--- src/rtl/ftc_pkg.sv ---
package ftc_pkg;
  localparam int unsigned TONE_HALF_DEF = 32;  // ticks per half period: 32768/(2*512)
  localparam int unsigned WDOG_W_DEF    = 8;

  typedef struct packed {
    logic osc_run;
    logic ft_on;
    logic alarm_quiet;
    logic wdog_ok;
    logic supply_ok;
  } ftc_qual_t;

  function automatic logic qual_all(input ftc_qual_t q);
    return q.osc_run & q.ft_on & q.alarm_quiet & q.wdog_ok & q.supply_ok;
  endfunction
endpackage

--- src/rtl/ftc_tone_div.sv ---
module ftc_tone_div #(
  parameter int unsigned TONE_HALF = ftc_pkg::TONE_HALF_DEF
) (
  input  logic clk,
  input  logic rst_n,
  input  logic tick_en,
  output logic sq
);
  localparam int unsigned CNT_W = (TONE_HALF > 1) ? $clog2(TONE_HALF) : 1;

  logic sq_q;

  generate
    if (TONE_HALF > 1) begin : g_count
      logic [CNT_W-1:0] cnt_q;
      localparam logic [CNT_W-1:0] LAST = CNT_W'(TONE_HALF - 1);
      always_ff @(posedge clk) begin
        if (!rst_n) begin
          cnt_q <= '0;
          sq_q  <= 1'b0;
        end else if (tick_en) begin
          if (cnt_q == LAST) begin
            cnt_q <= '0;
            sq_q  <= ~sq_q;
          end else begin
            cnt_q <= cnt_q + 1'b1;
          end
        end
      end
    end else begin : g_direct
      always_ff @(posedge clk) begin
        if (!rst_n)       sq_q <= 1'b0;
        else if (tick_en) sq_q <= ~sq_q;
      end
    end
  endgenerate

  assign sq = sq_q;
endmodule

--- src/rtl/ftc_ft_reg.sv ---
module ftc_ft_reg (
  input  logic clk,
  input  logic rst_n,
  input  logic wr_en,
  input  logic wr_val,
  input  logic power_fail,
  output logic ft_q
);
  always_ff @(posedge clk) begin
    if (!rst_n)          ft_q <= 1'b0;
    else if (power_fail) ft_q <= 1'b0;
    else if (wr_en)      ft_q <= wr_val;
  end
endmodule

--- src/rtl/ftc_pin_sel.sv ---
module ftc_pin_sel #(
  parameter int unsigned WDOG_W = ftc_pkg::WDOG_W_DEF
) (
  input  logic              osc_stop,
  input  logic              ft_bit,
  input  logic              alarm_int_en,
  input  logic              alarm_flag,
  input  logic [WDOG_W-1:0] wdog_cfg,
  input  logic              wdog_timeout,
  input  logic              power_fail,
  input  logic              tone_sq,
  output logic              drive_low,
  output logic              test_on
);
  import ftc_pkg::*;

  ftc_qual_t qual;
  logic      steer;
  logic      irq_req;

  assign steer = wdog_cfg[WDOG_W-1];

  always_comb begin
    qual.osc_run     = ~osc_stop;
    qual.ft_on       = ft_bit;
    qual.alarm_quiet = ~alarm_int_en;
    qual.wdog_ok     = steer | (wdog_cfg == '0);
    qual.supply_ok   = ~power_fail;
  end

  assign test_on = qual_all(qual);
  assign irq_req = (alarm_int_en & alarm_flag) | (wdog_timeout & ~steer);

  always_comb begin
    if (power_fail)   drive_low = 1'b0;
    else if (test_on) drive_low = ~tone_sq;
    else              drive_low = irq_req;
  end
endmodule

--- src/rtl/ftc_top.sv ---
module ftc_top #(
  parameter int unsigned TONE_HALF = ftc_pkg::TONE_HALF_DEF,
  parameter int unsigned WDOG_W    = ftc_pkg::WDOG_W_DEF
) (
  input  logic              clk,
  input  logic              rst_n,
  input  logic              osc_tick,
  input  logic              osc_stop,
  input  logic              ft_wr_en,
  input  logic              ft_wr_val,
  input  logic              alarm_int_en,
  input  logic              alarm_flag,
  input  logic [WDOG_W-1:0] wdog_cfg,
  input  logic              wdog_timeout,
  input  logic              power_fail,
  output logic              pin_drive_low,
  output logic              ft_bit,
  output logic              tone_active
);
  logic tone_sq;
  logic div_en;

  assign div_en = osc_tick & ~osc_stop;

  ftc_tone_div #(.TONE_HALF(TONE_HALF)) u_div (
    .clk     (clk),
    .rst_n   (rst_n),
    .tick_en (div_en),
    .sq      (tone_sq)
  );

  ftc_ft_reg u_ft (
    .clk        (clk),
    .rst_n      (rst_n),
    .wr_en      (ft_wr_en),
    .wr_val     (ft_wr_val),
    .power_fail (power_fail),
    .ft_q       (ft_bit)
  );

  ftc_pin_sel #(.WDOG_W(WDOG_W)) u_sel (
    .osc_stop     (osc_stop),
    .ft_bit       (ft_bit),
    .alarm_int_en (alarm_int_en),
    .alarm_flag   (alarm_flag),
    .wdog_cfg     (wdog_cfg),
    .wdog_timeout (wdog_timeout),
    .power_fail   (power_fail),
    .tone_sq      (tone_sq),
    .drive_low    (pin_drive_low),
    .test_on      (tone_active)
  );
endmodule

--- config.mk ---
export PLATFORM = sky130hd
export DESIGN_NAME = ftc_top
export DESIGN_NICKNAME = d
export VERILOG_FILES = /design/src/rtl/ftc_pkg.sv /design/src/rtl/ftc_tone_div.sv /design/src/rtl/ftc_ft_reg.sv /design/src/rtl/ftc_pin_sel.sv /design/src/rtl/ftc_top.sv
export SDC_FILE = /design/constraint.sdc
export NUM_CORES = 1
export LEC_CHECK = 0
export ABC_CLOCK_PERIOD_IN_PS = 1400
export BUFFER_PORTS_ARGS = -buffer_cell sky130_fd_sc_hd__buf_4
export CAP_MARGIN = 0
export CORE_AREA = 5 5 42 44
export CTS_CLUSTER_SIZE = 25
export DETAILED_ROUTE_END_ITERATION = 10
export DIE_AREA = 0 0 47 49
export GPL_ROUTABILITY_DRIVEN = 0
export PLACE_DENSITY = 0.73
export REMOVE_ABC_BUFFERS = 1
export SLEW_MARGIN = 0
export SYNTH_ARGS = -nofsm -noshare
export SYNTH_HDL_FRONTEND = slang
export SYNTH_HIERARCHICAL = 1
export SYNTH_SLANG_ARGS = --single-unit
--- constraint.sdc ---
create_clock -name clk -period 1.4 [get_ports clk]
set_input_delay 0.28 -clock clk [delete_from_list [all_inputs] [get_ports clk]]
set_output_delay 0.28 -clock clk [all_outputs]
set_load 0.02 [all_outputs]
; Word-level counts from Yosys, hierarchy flattened
; Index checks and enable logic that the tools add are counted.
[word_totals]
input_bits = 18
out_inout_bits = 3
wordCells = 26
reg_bits = 7
[op_classes]
bitwise = 15
n_eq_ne = 1
n_reduce_logical = 3
add_sub_neg = 1
muxes = 3
[ops]
columns = operator, n
row1 = logical NOT 8 bit, 1
row2 = AND 1 bit, 7
row3 = NOT 1 bit, 6
row4 = "adder 5 x 1 -> 5 bit, second input constant", 1
row5 = "== test 5 bit, second input constant", 1
row6 = 2-to-1 mux 5 bit, 1
row7 = 2-to-1 mux 1 bit, 2
row8 = bitwise OR 1 bit, 2
row9 = AND reduction 2 bit, 1
row10 = OR reduction 2 bit, 1

; Depth between registers and ports, before layout
; Gate-level depths: netlist (run 1).
[depth]
ltp_word = 7
ltp_mapped = 6
mapped_depth_nobuf = 6

; Cells and area by module
; The synthesis (run 1) kept the hierarchy.
[modules_own_cells]
columns = mod, seq_area_each_um2, instances, area_each_um2, cells_per_inst
row1 = ftc_tone_div, 120.1, 1, 294.0, 30
row2 = ftc_pin_sel, 0.0, 1, 77.6, 9
row3 = ftc_ft_reg, 20.0, 1, 42.5, 3
row4 = ftc_top, 0.0, 1, 13.8, 1

; Worst setup path before layout (run 1)
; No wires, ideal clock.
[synth_path]
path_type = input to output
from = in wdog_cfg[2]
to = out pin_drive_low
n_path_buf = 0
path_slack_ns = -0.401
path_stages = 4
arrival_ns = 1.521
t_required_ns = 1.120
path_cell_list = nor4_2 > a21oi_1 > nor4_4 > mux2i_1
[synth_via]
elab_chain_cells = 6
[synth_lines]
columns = item, line_no
row1 = "start, declared", ftc_top.sv:13  ; input logic [WDOG_W-1:0] wdog_cfg,
row2 = logical NOT 8 bit, ftc_pin_sel.sv:27  ; qual.wdog_ok = steer | (wdog_cfg == '0);
row3 = bitwise OR 1 bit, ftc_pin_sel.sv:27
row4 = AND 1 bit (2 in a row), ftc_pkg.sv:14  ; return q.osc_run & q.ft_on & q.alarm_quiet & q.wdog_ok & q.supply_ok;
row5 = via tone_active, ftc_top.sv:18  ; output logic tone_active
row6 = 2-to-1 mux 1 bit, ftc_pin_sel.sv:36  ; else if (test_on) drive_low = ~tone_sq;
row7 = 2-to-1 mux 1 bit, ftc_pin_sel.sv:35  ; if (power_fail) drive_low = 1'b0;
row8 = "end, declared", ftc_top.sv:16  ; output logic pin_drive_low,
; The timed path passes the listed nets, and every way through them passes these cells.

; Worst setup path in the final report (run 1)
[layout_path]
from = in wdog_cfg[2]
to = out pin_drive_low
[layout_via]
elab_chain_cells = 6
[layout_lines]
columns = item, line_no
row1 = logical NOT 8 bit, ftc_pin_sel.sv:27
row2 = bitwise OR 1 bit, ftc_pin_sel.sv:27
row3 = AND 1 bit (2 in a row), ftc_pkg.sv:14
row4 = 2-to-1 mux 1 bit, ftc_pin_sel.sv:36
row5 = 2-to-1 mux 1 bit, ftc_pin_sel.sv:35
; Every way passes these cells.

==> results of run 1 <==
## state kept, by name, indices dropped and copies added, names as in the netlist
signal	cells
u_div/g_count.cnt_q	5
u_ft/ft_q	1
u_div/sq	1
## power by group through the flow
stage          registers, µW  logic [µW]  clock network, µW
6_report                 208         100                179
5_1_grt                  208         109                209
4_1_cts                  207         100                189
3_5_place_dp             210        92.4                  0
3_3_place_gp             210        91.7                  0
2_1_floorplan            212        29.7                  0
## area by class of cell
| cell class | instances | area share |
|---|---|---|
| flip-flops and latches | 7 | 0.193 |
| multi-input cells | 34 | 0.434 |
| clock buffers | 4 | 0.0356 |
| repair buffers | 28 | 0.305 |
| inverters | 1 | 0.00508 |
| well taps | 16 | 0.0271 |
## metrics by stage
step	total power [µW]	hold WS, ns	TNS (ns)	setup slack [ns]	instance area, µm²
finish	487	0.285	-0.454	-0.265	738
global route	525	0.281	-0.694	-0.338	738
CTS	497	0.283	-0.460	-0.268	733
detailed placement	302	0.487	-0.776	-0.332	639
global placement	301	0.481	-0.550	-0.268	639
floorplan	242	0.350	-0.560	-0.401	417
## how the worst max path moves through the flow
stage | startpoint | to | slack [ns] | depth (start not counted)
floorplan | wdog_cfg[2] | pin_drive_low | -0.40 | 4
global route | wdog_cfg[2] | pin_drive_low | -0.34 | 6
detailed placement | wdog_cfg[2] | pin_drive_low | -0.33 | 6
finish | wdog_cfg[2] | pin_drive_low | -0.27 | 6
global placement | wdog_cfg[2] | pin_drive_low | -0.27 | 6
CTS | wdog_cfg[2] | pin_drive_low | -0.27 | 6
## worst reg2reg max path, stage by stage (launching register included)
cell,delay [ns]
dfxtp_2,0.33
ha_4,0.16
and3_4,0.18
ha_4,0.15
buf_6,0.12
nor4bb_1,0.25
a21oi_1,0.07
nor2b_1,0.12
## logic make-up (layout without fill, tap and decap cells)
kind of cell | count (synthesis) | count (layout) | synth area share
mux | 4 | 4 | 0.0936
fa+ha+maj | 2 | 2 | 0.0585
flops | 7 | 7 | 0.327
simple gates | 19 | 19 | 0.357
compound gates | 8 | 8 | 0.108
xor+xnor | 1 | 1 | 0.0205
buf+inv | 2 | 33 | 0.0351
## layout by cell type, fill, tap and decap left out, types with 2 or more instances in the layout
| cell | synthesis | final |
|---|---|---|
| a21oi_1 | 3 | 2 |
| buf_4 | 0 | 24 |
| buf_6 | 1 | 4 |
| clkbuf_4 | 0 | 3 |
| dfxtp_1 | 7 | 5 |
| dfxtp_2 | 0 | 2 |
| ha_4 | 0 | 2 |
| mux2i_1 | 4 | 4 |
| nand2_1 | 2 | 2 |
| nand2b_1 | 2 | 2 |
| nor2b_1 | 4 | 4 |
| nor3b_2 | 1 | 2 |
| nor4_4 | 1 | 2 |
| o21ai_0 | 2 | 2 |
## routing by layer
metal / GRT usage / wire [µm]
met1: 0.0885 / 370
met3: 0.0775 / 195
met5: 0 / 0
met2: 0.167 / 522
met4: 0.0415 / 0
## timing repair
item                                    4_1_cts  5_1_grt
endpoints found under the setup margin        6        5
pin swaps                                     3        2
buffers inserted                              1        1
gates resized for setup                      13        1
hold endpoints to repair                      0        0
==> metrics.md, run 1 <==
| Metric | Value |
|---|---|
| Status | `finished with violations` |
| Failing checks | `setup timing` |
| Largest net degree at the start of global routing | `8` |
| Tightest Hold Check Type | `input port to flop` |
| PnR worst setup slack | `-0.265 ns` |
| Grt total ovfl | `0` |
| Total wire length | `1.09 mm` |
| Critical Path Most Common Cell | `nor4_4` |
| Min-delay src | `rst_n` |
| Clock period minus worst slack | `1.67 ns` |
| Top-count cell post-synth | `dfxtp_1` |
| IO Pins | `21` |
| Switching Power | `111 µW` |
| Critical path type | `input port to output pin` |
| Reg area | `143 µm²` |
| 1st-iter DRT viols | `3` |
| Data required, critical path | `1.12 ns` |
| Peak supply drop | `444 µV` |
| Combinational share of power | `0.206` |
| Peak per-stage delay on the critical path | `0.27 ns` |
| Final Hold Vio Count | `0` |
| Area leader, netlist | `dfxtp_1` |
| Synth top area share | `0.327` |
| Final Setup Violations | `3` |
| Crit-path slowest cell | `nor4_4` |
| Clk Latency, worst-skew pair | `0.25 ns` |
| Internal power | `375 µW` |
| Cells after DPL | `85` |
| Worst-path cell chain | `buf_6, nor4_4, a21oi_2, nor4_4, mux2i_1, buf_4` |
| Slew @ Worst Pin | `0.251 ns` |
| FMAX | `601 MHz` |
| CTS tree | `yes` |
| Post-layout util | `0.527` |
| Yosys warnings | `6` |
| Nets | `95` |
| Top_reg_cell synth | `dfxtp_1` |
| H-tree levels | `1` |
| Layout area overhead | `72.5%` |
| Crit share post-route | `1.19` |
| Worst r2r dst | `u_div/g_count.cnt_q[2]` |
| Critical Path Fanout Max | `2` |
| Top cells by count, synth | `dfxtp_1, mux2i_1, nor2b_1` |
| Worst path top cell family by delay | `simple AND/OR/NAND/NOR gates` |
| Clock Skews | `0.00421 ns` |
| RSZ-0062 raised after global routing | `true` |
| Routed Antenna Nets | `0` |
| CTS Hold Bufs | `0` |
| Destination of the worst hold path | `u_div/sq` |
| Clk sink count | `7` |
| Layout cells sized above 1 | `0.581` |
| Avg Vias per Cell | `4.91` |
| Netlist Area Pre-Place | `428 µm²` |
| IO Port Bufs | `20` |
| Initial Util | `0.305` |
| CTS Buf Count | `3` |
| Worst Reg-to-Reg Cells | `7` |
| Relative slew slack | `0.831` |
| DPL Wire Length | `817 µm` |
| CP bufs+invs | `2` |
| Element type at the critical path end | `output pin` |
| Global Route Usage Sum | `0.102` |
| Clock Tree Buf Depth | `2` |
| Worst r2r src | `u_div/g_count.cnt_q[0]` |
| Root Driver | `clkbuf_4` |
| Hold path depth | `2` |
| CP arrival | `1.39 ns` |
| Routed WL per cell | `12.1 µm` |
| Die width | `47 µm` |
| Leakage | `0.000306 µW` |
| Rows | `14` |
| Drt drc | `0` |
| Die outline area | `2300 µm²` |
| Die height | `49 µm` |
| DR pass1 iterations | `4` |
| Antenna violations before repair | `0` |
| Slew Limit Fails | `0` |
| Vias in the first global route | `412` |
| Register area share after synthesis | `0.327` |
| Ys async rst share | `0` |
| Syn Area/Cell | `9.95 µm²` |
| Distinct cells, synth | `25` |
| Non-Filler Instances | `90` |
| First-pass GRT wire length | `1.63 mm` |
| CP startpoint kind | `input port` |
| Routed vias | `442` |
| Area occupied by multi-input gates | `320 µm²` |
| Core ar. | `1400 µm²` |
| Total power divided by cell area | `659 nW/µm²` |
| Setup slack on the worst flop-to-flop path | `-0.03 ns` |
| # diodes | `0` |
| Clock transition at the registers of the reported paths | `0.05 ns` |
| Synth top area cells | `dfxtp_1, mux2i_1, ha_1` |
| Post-synthesis cell count | `43` |
| Flop and latch count out of synthesis | `7` |
| Fill cells | `134` |
| Flop pwr share | `0.427` |
| Clock power frac | `0.368` |
| Max_cap viols | `0` |
| Switching part of the total | `0.229` |
| Post-synth EDFFs | `0` |
No activity file was read; power rests on OpenSTA's default activity.
==> inputs of run 2 (changes only) <==
Settings changed: PLACE_DENSITY 0.73 to 0.7, SYNTH_HIERARCHICAL 1 to default.
==> metrics.md, run 2 <==
| Metric | Value |
|---|---|
| Die width | `47 µm (unchanged)` |
| Commonest non-fill, non-tap cell in the layout | `buf_4` |
| Clock Tree Buf Depth | `2 (unchanged)` |
| Routed WL per cell | `12.8 µm (+6.0%)` |
| Crit-path slowest cell | `or4b_4` |
| 1st-iter DRT viols | `1 (-2)` |
| Final Hold Vio Count | `0 (unchanged)` |
| First-pass GRT wire length | `1.93 mm (+19%)` |
| Initial Util | `0.286 (-0.0196)` |
| Global Route Usage Sum | `0.116 (+0.0147)` |
| Status | `finished with violations` |
| Final Setup Violations | `5 (+2)` |
| Slew @ Worst Pin | `0.330 ns (+0.0793 ns)` |
| Clock transition at the registers of the reported paths | `0.05 ns (about the same)` |
| CP arrival | `1.63 ns (+0.24 ns)` |
| Failing checks | `setup timing` |
| CTS tree | `yes` |
| CTS Hold Bufs | `0 (unchanged)` |
| Total power divided by cell area | `655 nW/µm² (-0.66%)` |
| Most flops, register | `u_div.g_count.cnt_q` |
| DR pass1 iterations | `2 (-2)` |
| Proportion of synthesized area in mux cells | `0.100 (+0.00643)` |
| Die outline area | `2300 µm² (unchanged)` |
| Leakage | `0.000319 µW (+4.1%)` |
| Internal power | `374 µW (-0.45%)` |
| Syn Area/Cell | `9.31 µm² (-6.4%)` |
| Post-synth EDFFs | `0 (unchanged)` |
| # diodes | `0 (unchanged)` |
| RSZ-0062 raised after global routing | `true` |
| Critical Path Most Common Cell | `buf_4` |
| CTS Buf Count | `3 (unchanged)` |
| Register area share after synthesis | `0.350 (+0.0225)` |
| Grt total ovfl | `0 (unchanged)` |
| Layout area overhead | `87.2%` |
| Nets | `99 (+4.2%)` |
| Vias in the first global route | `505 (+23%)` |
| Critical path type | `flop to output pin` |
| Peak supply drop | `502 µV (+13%)` |
| Distinct cells, synth | `23 (-8.0%)` |
| Peak per-stage delay on the critical path | `0.46 ns (+0.19 ns)` |
| Relative slew slack | `0.778 (-0.0536)` |
| Placed standard-cell area | `653 µm² (+2.2%)` |
| Avg Vias per Cell | `4.87 (-0.79%)` |
| Antenna violations before repair | `0 (unchanged)` |
| FMAX | `522 MHz (-13%)` |
| # Post-CTS Setup Buffers | `0 (-1)` |
| Crit share post-route | `1.37 (+0.178)` |
| Max_cap viols | `0 (unchanged)` |
| Worst-path cell chain | `or4b_4, buf_4, nand3b_1, o2bb2ai_1, buf_4` |
| Top cells by count, synth | `dfxtp_1, mux2i_1, nand3b_1, nor2b_1` |
| Total wire length | `1.21 mm (+11%)` |
| Most frequent cells in the layout | `buf_4, mux2i_1, dfxtp_1` |
| Clock period minus worst slack | `1.91 ns (+0.249 ns)` |
| Die height | `49 µm (unchanged)` |
| Switching part of the total | `0.239 (+0.0100)` |
| Combinational share of power | `0.198 (-0.008)` |
| Finished Cell Area | `749 µm² (+1.5%)` |
| Cells after DPL | `90 (+5.9%)` |
| Top-count cell post-synth | `dfxtp_1` |
| Non-Filler Instances | `94 (+4.4%)` |
| Netlist Area Pre-Place | `400 µm² (-6.4%)` |
| Ys async rst share | `0 (unchanged)` |
| CP startpoint kind | `flop` |
| H-tree levels | `1 (unchanged)` |
| Tightest Hold Check Type | `input port to flop` |
| Post-synthesis cell count | `43 (unchanged)` |
| Largest net degree at the start of global routing | `8 (unchanged)` |
| Critical Path Fanout Max | `2 (unchanged)` |
| Synth top area cells | `dfxtp_1, mux2i_1, ha_1` |
| Synth Area in Simple Gates | `0.341 (-0.0161)` |
| Largest family of logic cells by synthesized area | `simple AND/OR/NAND/NOR gates` |
| Setup TNS | `-0.887 ns (-0.433 ns)` |
| Root Driver | `clkbuf_4` |
| IO Pins | `21 (unchanged)` |
| Flop pwr share | `0.420 (-0.007)` |
| Flop and latch count out of synthesis | `7 (unchanged)` |
| Rows | `14 (unchanged)` |
| Hold slack | `0.287 ns (+0.00275 ns)` |
| Element type at the critical path end | `output pin` |
| Area leader, netlist | `dfxtp_1` |
| Core ar. | `1400 µm² (unchanged)` |
| Clk sink count | `7 (unchanged)` |
| Yosys warnings | `0 (-6)` |
| PnR worst setup slack | `-0.514 ns (-0.249 ns)` |
| Xor and xnor area share after synthesis | `0.0219 (+0.00141)` |
| Clock Skews | `0.000258 ns (-0.00395 ns)` |
| Drt drc | `0 (unchanged)` |
| Top_reg_cell synth | `dfxtp_1` |
| Max reg flops | `5 (unchanged)` |
| Switching Power | `117 µW (+5.3%)` |
| IO Port Bufs | `20 (unchanged)` |
| Routed Antenna Nets | `0 (unchanged)` |
| Data required, critical path | `1.12 ns (about the same)` |
| Routed vias | `458 (+3.6%)` |
| Synth top area share | `0.350 (+0.0225)` |
| Synth Area in Compound Gates | `0.125 (+0.0168)` |
| Clock power frac | `0.383 (+0.015)` |
| Post-synthesis adder-cell area fraction | `0.0625 (+0.00402)` |
| Slew Limit Fails | `0 (unchanged)` |
| Clk Latency, worst-skew pair | `0.25 ns (about the same)` |
| Layout cells sized above 1 | `0.551 (-0.0298)` |
-- run 2: timing repair --
item	CTS	global route
pin swaps	14	3
endpoints found under the setup margin	6	6
gates resized for setup	16	2
-- run 2: kinds of logic after synthesis --
kind of cell | after synthesis
AOI/OAI and AO/OA | 8
xor gates and xnor gates | 1
adders and majority gates | 2
DFF | 7
muxes | 4
and+or+nand+nor | 21
-- run 2: final cells by class --
| class | count | area, µm² |
|---|---|---|
| Multi-Input combinational cell | 36 | 317 |
| Tap cell | 16 | 20.0 |
| Sequential cell | 7 | 146 |
| Timing Repair Buffer | 31 | 240 |
| Clock buffer | 4 | 26.3 |
| Fill cell | 133 | 652 |
-- run 2: metrics by stage --
step	power [µW]	util	worst slack [ns]
finish	491	0.535	-0.514
global route	520	0.535	-0.566
CTS	501	0.522	-0.533
detailed placement	301	0.466	-0.417
global placement	298	0.466	-0.391
floorplan	238	-	-0.478
-- run 2: layer usage --
layer	vias to the layer above	global-route usage	share of wire	wire length, µm
met3	4	0.0406	0.12	144
met1	200	0.112	0.35	419
met2	22	0.192	0.50	602
met4	0	0.0829	0.033	40
met5	-	0	0	0
li1	232	-	-	-
-- run 2: final timing paths --
check	from	to	slack (ns)	depth (start not counted)
setup / recovery	u_ft.ft_q	pin_drive_low	-0.51	5
hold / removal	rst_n	u_div.sq	0.29	2
setup reg to reg	u_div.g_count.cnt_q[1]	u_div.sq	-0.04	8
hold reg to reg	u_div.g_count.cnt_q[3]	u_div.g_count.cnt_q[3]	0.52	2
-- run 2: worst max-delay path: cells and delay by family (launching register included) --
kind / cells / cell delay, ns
and+or+nand+nor: 2 / 0.61
DFF: 1 / 0.33
buffers and inverters: 2 / 0.31
AOI/OAI and AO/OA: 1 / 0.14
-- run 2: power by group through the flow --
| stage | combinational, µW | clock [µW] | sequential, µW |
|---|---|---|---|
| 2_1_floorplan | 25.7 | 0 | 212 |
| 3_3_place_gp | 88.8 | 0 | 209 |
| 4_1_cts | 96.4 | 197 | 207 |
| 3_5_place_dp | 91.6 | 0 | 210 |
| 6_report | 96.9 | 188 | 206 |
| 5_1_grt | 105 | 208 | 207 |
==> inputs of run 3 (changes only) <==
==> constraint.sdc (replaced) <==
create_clock -name clk -period 1.4 [get_ports clk]
set_input_delay 0.07 -clock clk [delete_from_list [all_inputs] [get_ports clk]]
set_output_delay 0.07 -clock clk [all_outputs]
set_load 0.02 [all_outputs]
==> metrics.md, run 3 (same netlist as run 2, synthesis figures left out) <==
| Metric | Value |
|---|---|
| Status | `finished with violations` |
| Failing checks | `setup timing` |
| DPL Wire Length | `881 µm` |
| PnR worst setup slack | `-0.296 ns (+0.218 ns)` |
| Element type at the critical path end | `output pin` |
| Finished Cell Area | `737 µm² (-1.7%)` |
| Hold path depth | `2 (unchanged)` |
| Most frequent cells in the layout | `buf_4, mux2i_1, dfxtp_1` |
| Combinational share of power | `0.198 (about the same)` |
| Antenna violations before repair | `0 (unchanged)` |
| Clk Latency, worst-skew pair | `0.26 ns (about the same)` |
| Grt total ovfl | `0 (unchanged)` |
| Worst-path cell chain | `or4b_4, or3_1, o2bb2ai_2, buf_6` |
| Die width | `47 µm (unchanged)` |
| Routed WL per cell | `12.6 µm (-1.9%)` |
| CTS tree | `yes` |
| Crit-path slowest cell | `or4b_4` |
| Internal power | `377 µW (+0.79%)` |
| Drt drc | `0 (unchanged)` |
| DR pass1 iterations | `2 (unchanged)` |
| Peak per-stage delay on the critical path | `0.46 ns (about the same)` |
| Min-delay src | `rst_n` |
| Initial Util | `0.286 (unchanged)` |
| Switching Power | `115 µW (-1.7%)` |
| Commonest non-fill, non-tap cell in the layout | `buf_4` |
| Setup slack on the worst flop-to-flop path | `-0.02 ns (+0.02 ns)` |
| Total power divided by cell area | `667 nW/µm² (+1.9%)` |
| CP startpoint kind | `flop` |
| Leakage | `0.000315 µW (-1.2%)` |
| Worst r2r dst | `u_div.g_count.cnt_q[3]` |
| Root Driver | `clkbuf_4` |
| RSZ-0062 raised after global routing | `true` |
| FMAX | `589 MHz (+13%)` |
| Destination of the worst hold path | `u_div.sq` |
| Clock Skews | `0.00752 ns (+0.00726 ns)` |
| Max_cap viols | `0 (unchanged)` |
| Slew @ Worst Pin | `0.354 ns (+0.0233 ns)` |
| Clk sink count | `7 (unchanged)` |
| Placed standard-cell area | `646 µm² (-1.1%)` |
| Global Route Usage Sum | `0.108 (-0.00830)` |
| H-tree levels | `1 (unchanged)` |
| Most flops, register | `u_div.g_count.cnt_q` |
| Routed Antenna Nets | `0 (unchanged)` |
| Die outline area | `2300 µm² (unchanged)` |
| First-pass GRT wire length | `1.78 mm (-7.9%)` |
| Flop pwr share | `0.422 (+0.002)` |
| Switching part of the total | `0.234 (-0.00451)` |
| # diodes | `0 (unchanged)` |
| Core ar. | `1400 µm² (unchanged)` |
| Avg Vias per Cell | `4.88 (+0.19%)` |
| Routed vias | `454 (-0.87%)` |
| Data required, critical path | `1.33 ns (+0.21 ns)` |
| Die height | `49 µm (unchanged)` |
| Tightest Hold Check Type | `input port to flop` |
| Layout area overhead | `84.1%` |
| IO Pins | `21 (unchanged)` |
| Hold slack | `0.0709 ns (-0.217 ns)` |
| # Post-CTS Setup Buffers | `0 (unchanged)` |
| Total wire length | `1.17 mm (-3.0%)` |
| CP arrival | `1.63 ns (about the same)` |
| Peak supply drop | `664 µV (+32%)` |
| Clock period minus worst slack | `1.70 ns (-0.218 ns)` |
| Final Hold Vio Count | `0 (unchanged)` |
| Clock power frac | `0.380 (-0.003)` |
| Largest net degree at the start of global routing | `8 (unchanged)` |
| Nets | `98 (-1.0%)` |
| Critical Path Fanout Max | `2 (unchanged)` |
| Layout cells sized above 1 | `0.558 (+0.00716)` |
| CTS Buf Count | `3 (unchanged)` |
| Relative slew slack | `0.762 (-0.0157)` |
| Clock transition at the registers of the reported paths | `0.06 ns (about the same)` |
| Max reg flops | `5 (unchanged)` |
| Rows | `14 (unchanged)` |
| CP bufs+invs | `1 (-1)` |
| IO Port Bufs | `20 (unchanged)` |
| Slew Limit Fails | `0 (unchanged)` |
| Vias in the first global route | `440 (-13%)` |
| Worst r2r src | `u_div.g_count.cnt_q[0]` |
| Worst path top cell family by delay | `simple AND/OR/NAND/NOR gates` |
| Worst Reg-to-Reg Cells | `5 (-3)` |
| 1st-iter DRT viols | `1 (unchanged)` |
| Clock Tree Buf Depth | `2 (unchanged)` |
| Final Setup Violations | `3 (-2)` |
| Crit share post-route | `1.21 (-0.156)` |
| Critical path type | `flop to output pin` |
[run 3: area by class of cell]
cell class	instances	area, µm²
Fill cell	134	664
Multi-Input combinational cell	36	310
Timing Repair Buffer	30	236
Sequential cell	7	144
Clock buffer	4	26.3
Tap cell	16	20.0
[run 3: worst max path at each step]
stage,from,endpoint,slack [ns],cells past startpoint
after floorplan,u_ft.ft_q,pin_drive_low,-0.27,3
after global placement,u_div.g_count.cnt_q[0],u_div.g_count.cnt_q[3],-0.17,5
after detailed placement,u_div.g_count.cnt_q[0],u_div.g_count.cnt_q[3],-0.21,5
after global routing,u_ft.ft_q,pin_drive_low,-0.34,4
final,u_ft.ft_q,pin_drive_low,-0.30,4
after CTS,u_ft.ft_q,pin_drive_low,-0.32,4
[run 3: timing repair]
item / CTS / global route
gates resized for setup: 9 / 10
hold buffers: 0 / 0
pin swaps: 4 / 7
endpoints found under the setup margin: 6 / 6
[run 3: power by group through the flow]
stage | Sequential, µW | Combinational (µW) | Clock, µW
after global routing | 208 | 106 | 204
after global placement | 209 | 89.2 | 0
after detailed placement | 209 | 90.6 | 0
final | 208 | 97.2 | 187
after CTS | 206 | 91.9 | 197
after floorplan | 212 | 25.7 | 0
[run 3: through the flow]
| stage | TNS [ns] | power [µW] | utilization | std cells | setup slack [ns] |
|---|---|---|---|---|---|
| floorplan | -0.574 | 238 | - | 43 | -0.268 |
| global placement | -0.385 | 298 | 0.461 | 89 | -0.172 |
| detailed placement | -0.489 | 300 | 0.461 | 89 | -0.213 |
| CTS | -0.394 | 495 | 0.500 | 93 | -0.316 |
| global route | -0.518 | 518 | 0.526 | 93 | -0.340 |
| finish | -0.371 | 492 | 0.526 | 93 | -0.296 |
[run 3: per-layer routing]
layer,global-route usage,share of wire,vias to the layer above
met5,0,0,-
li1,-,-,230
met3,0.0406,0.11,2
met1,0.117,0.41,201
met2,0.174,0.46,21
met4,0.0553,0.017,0
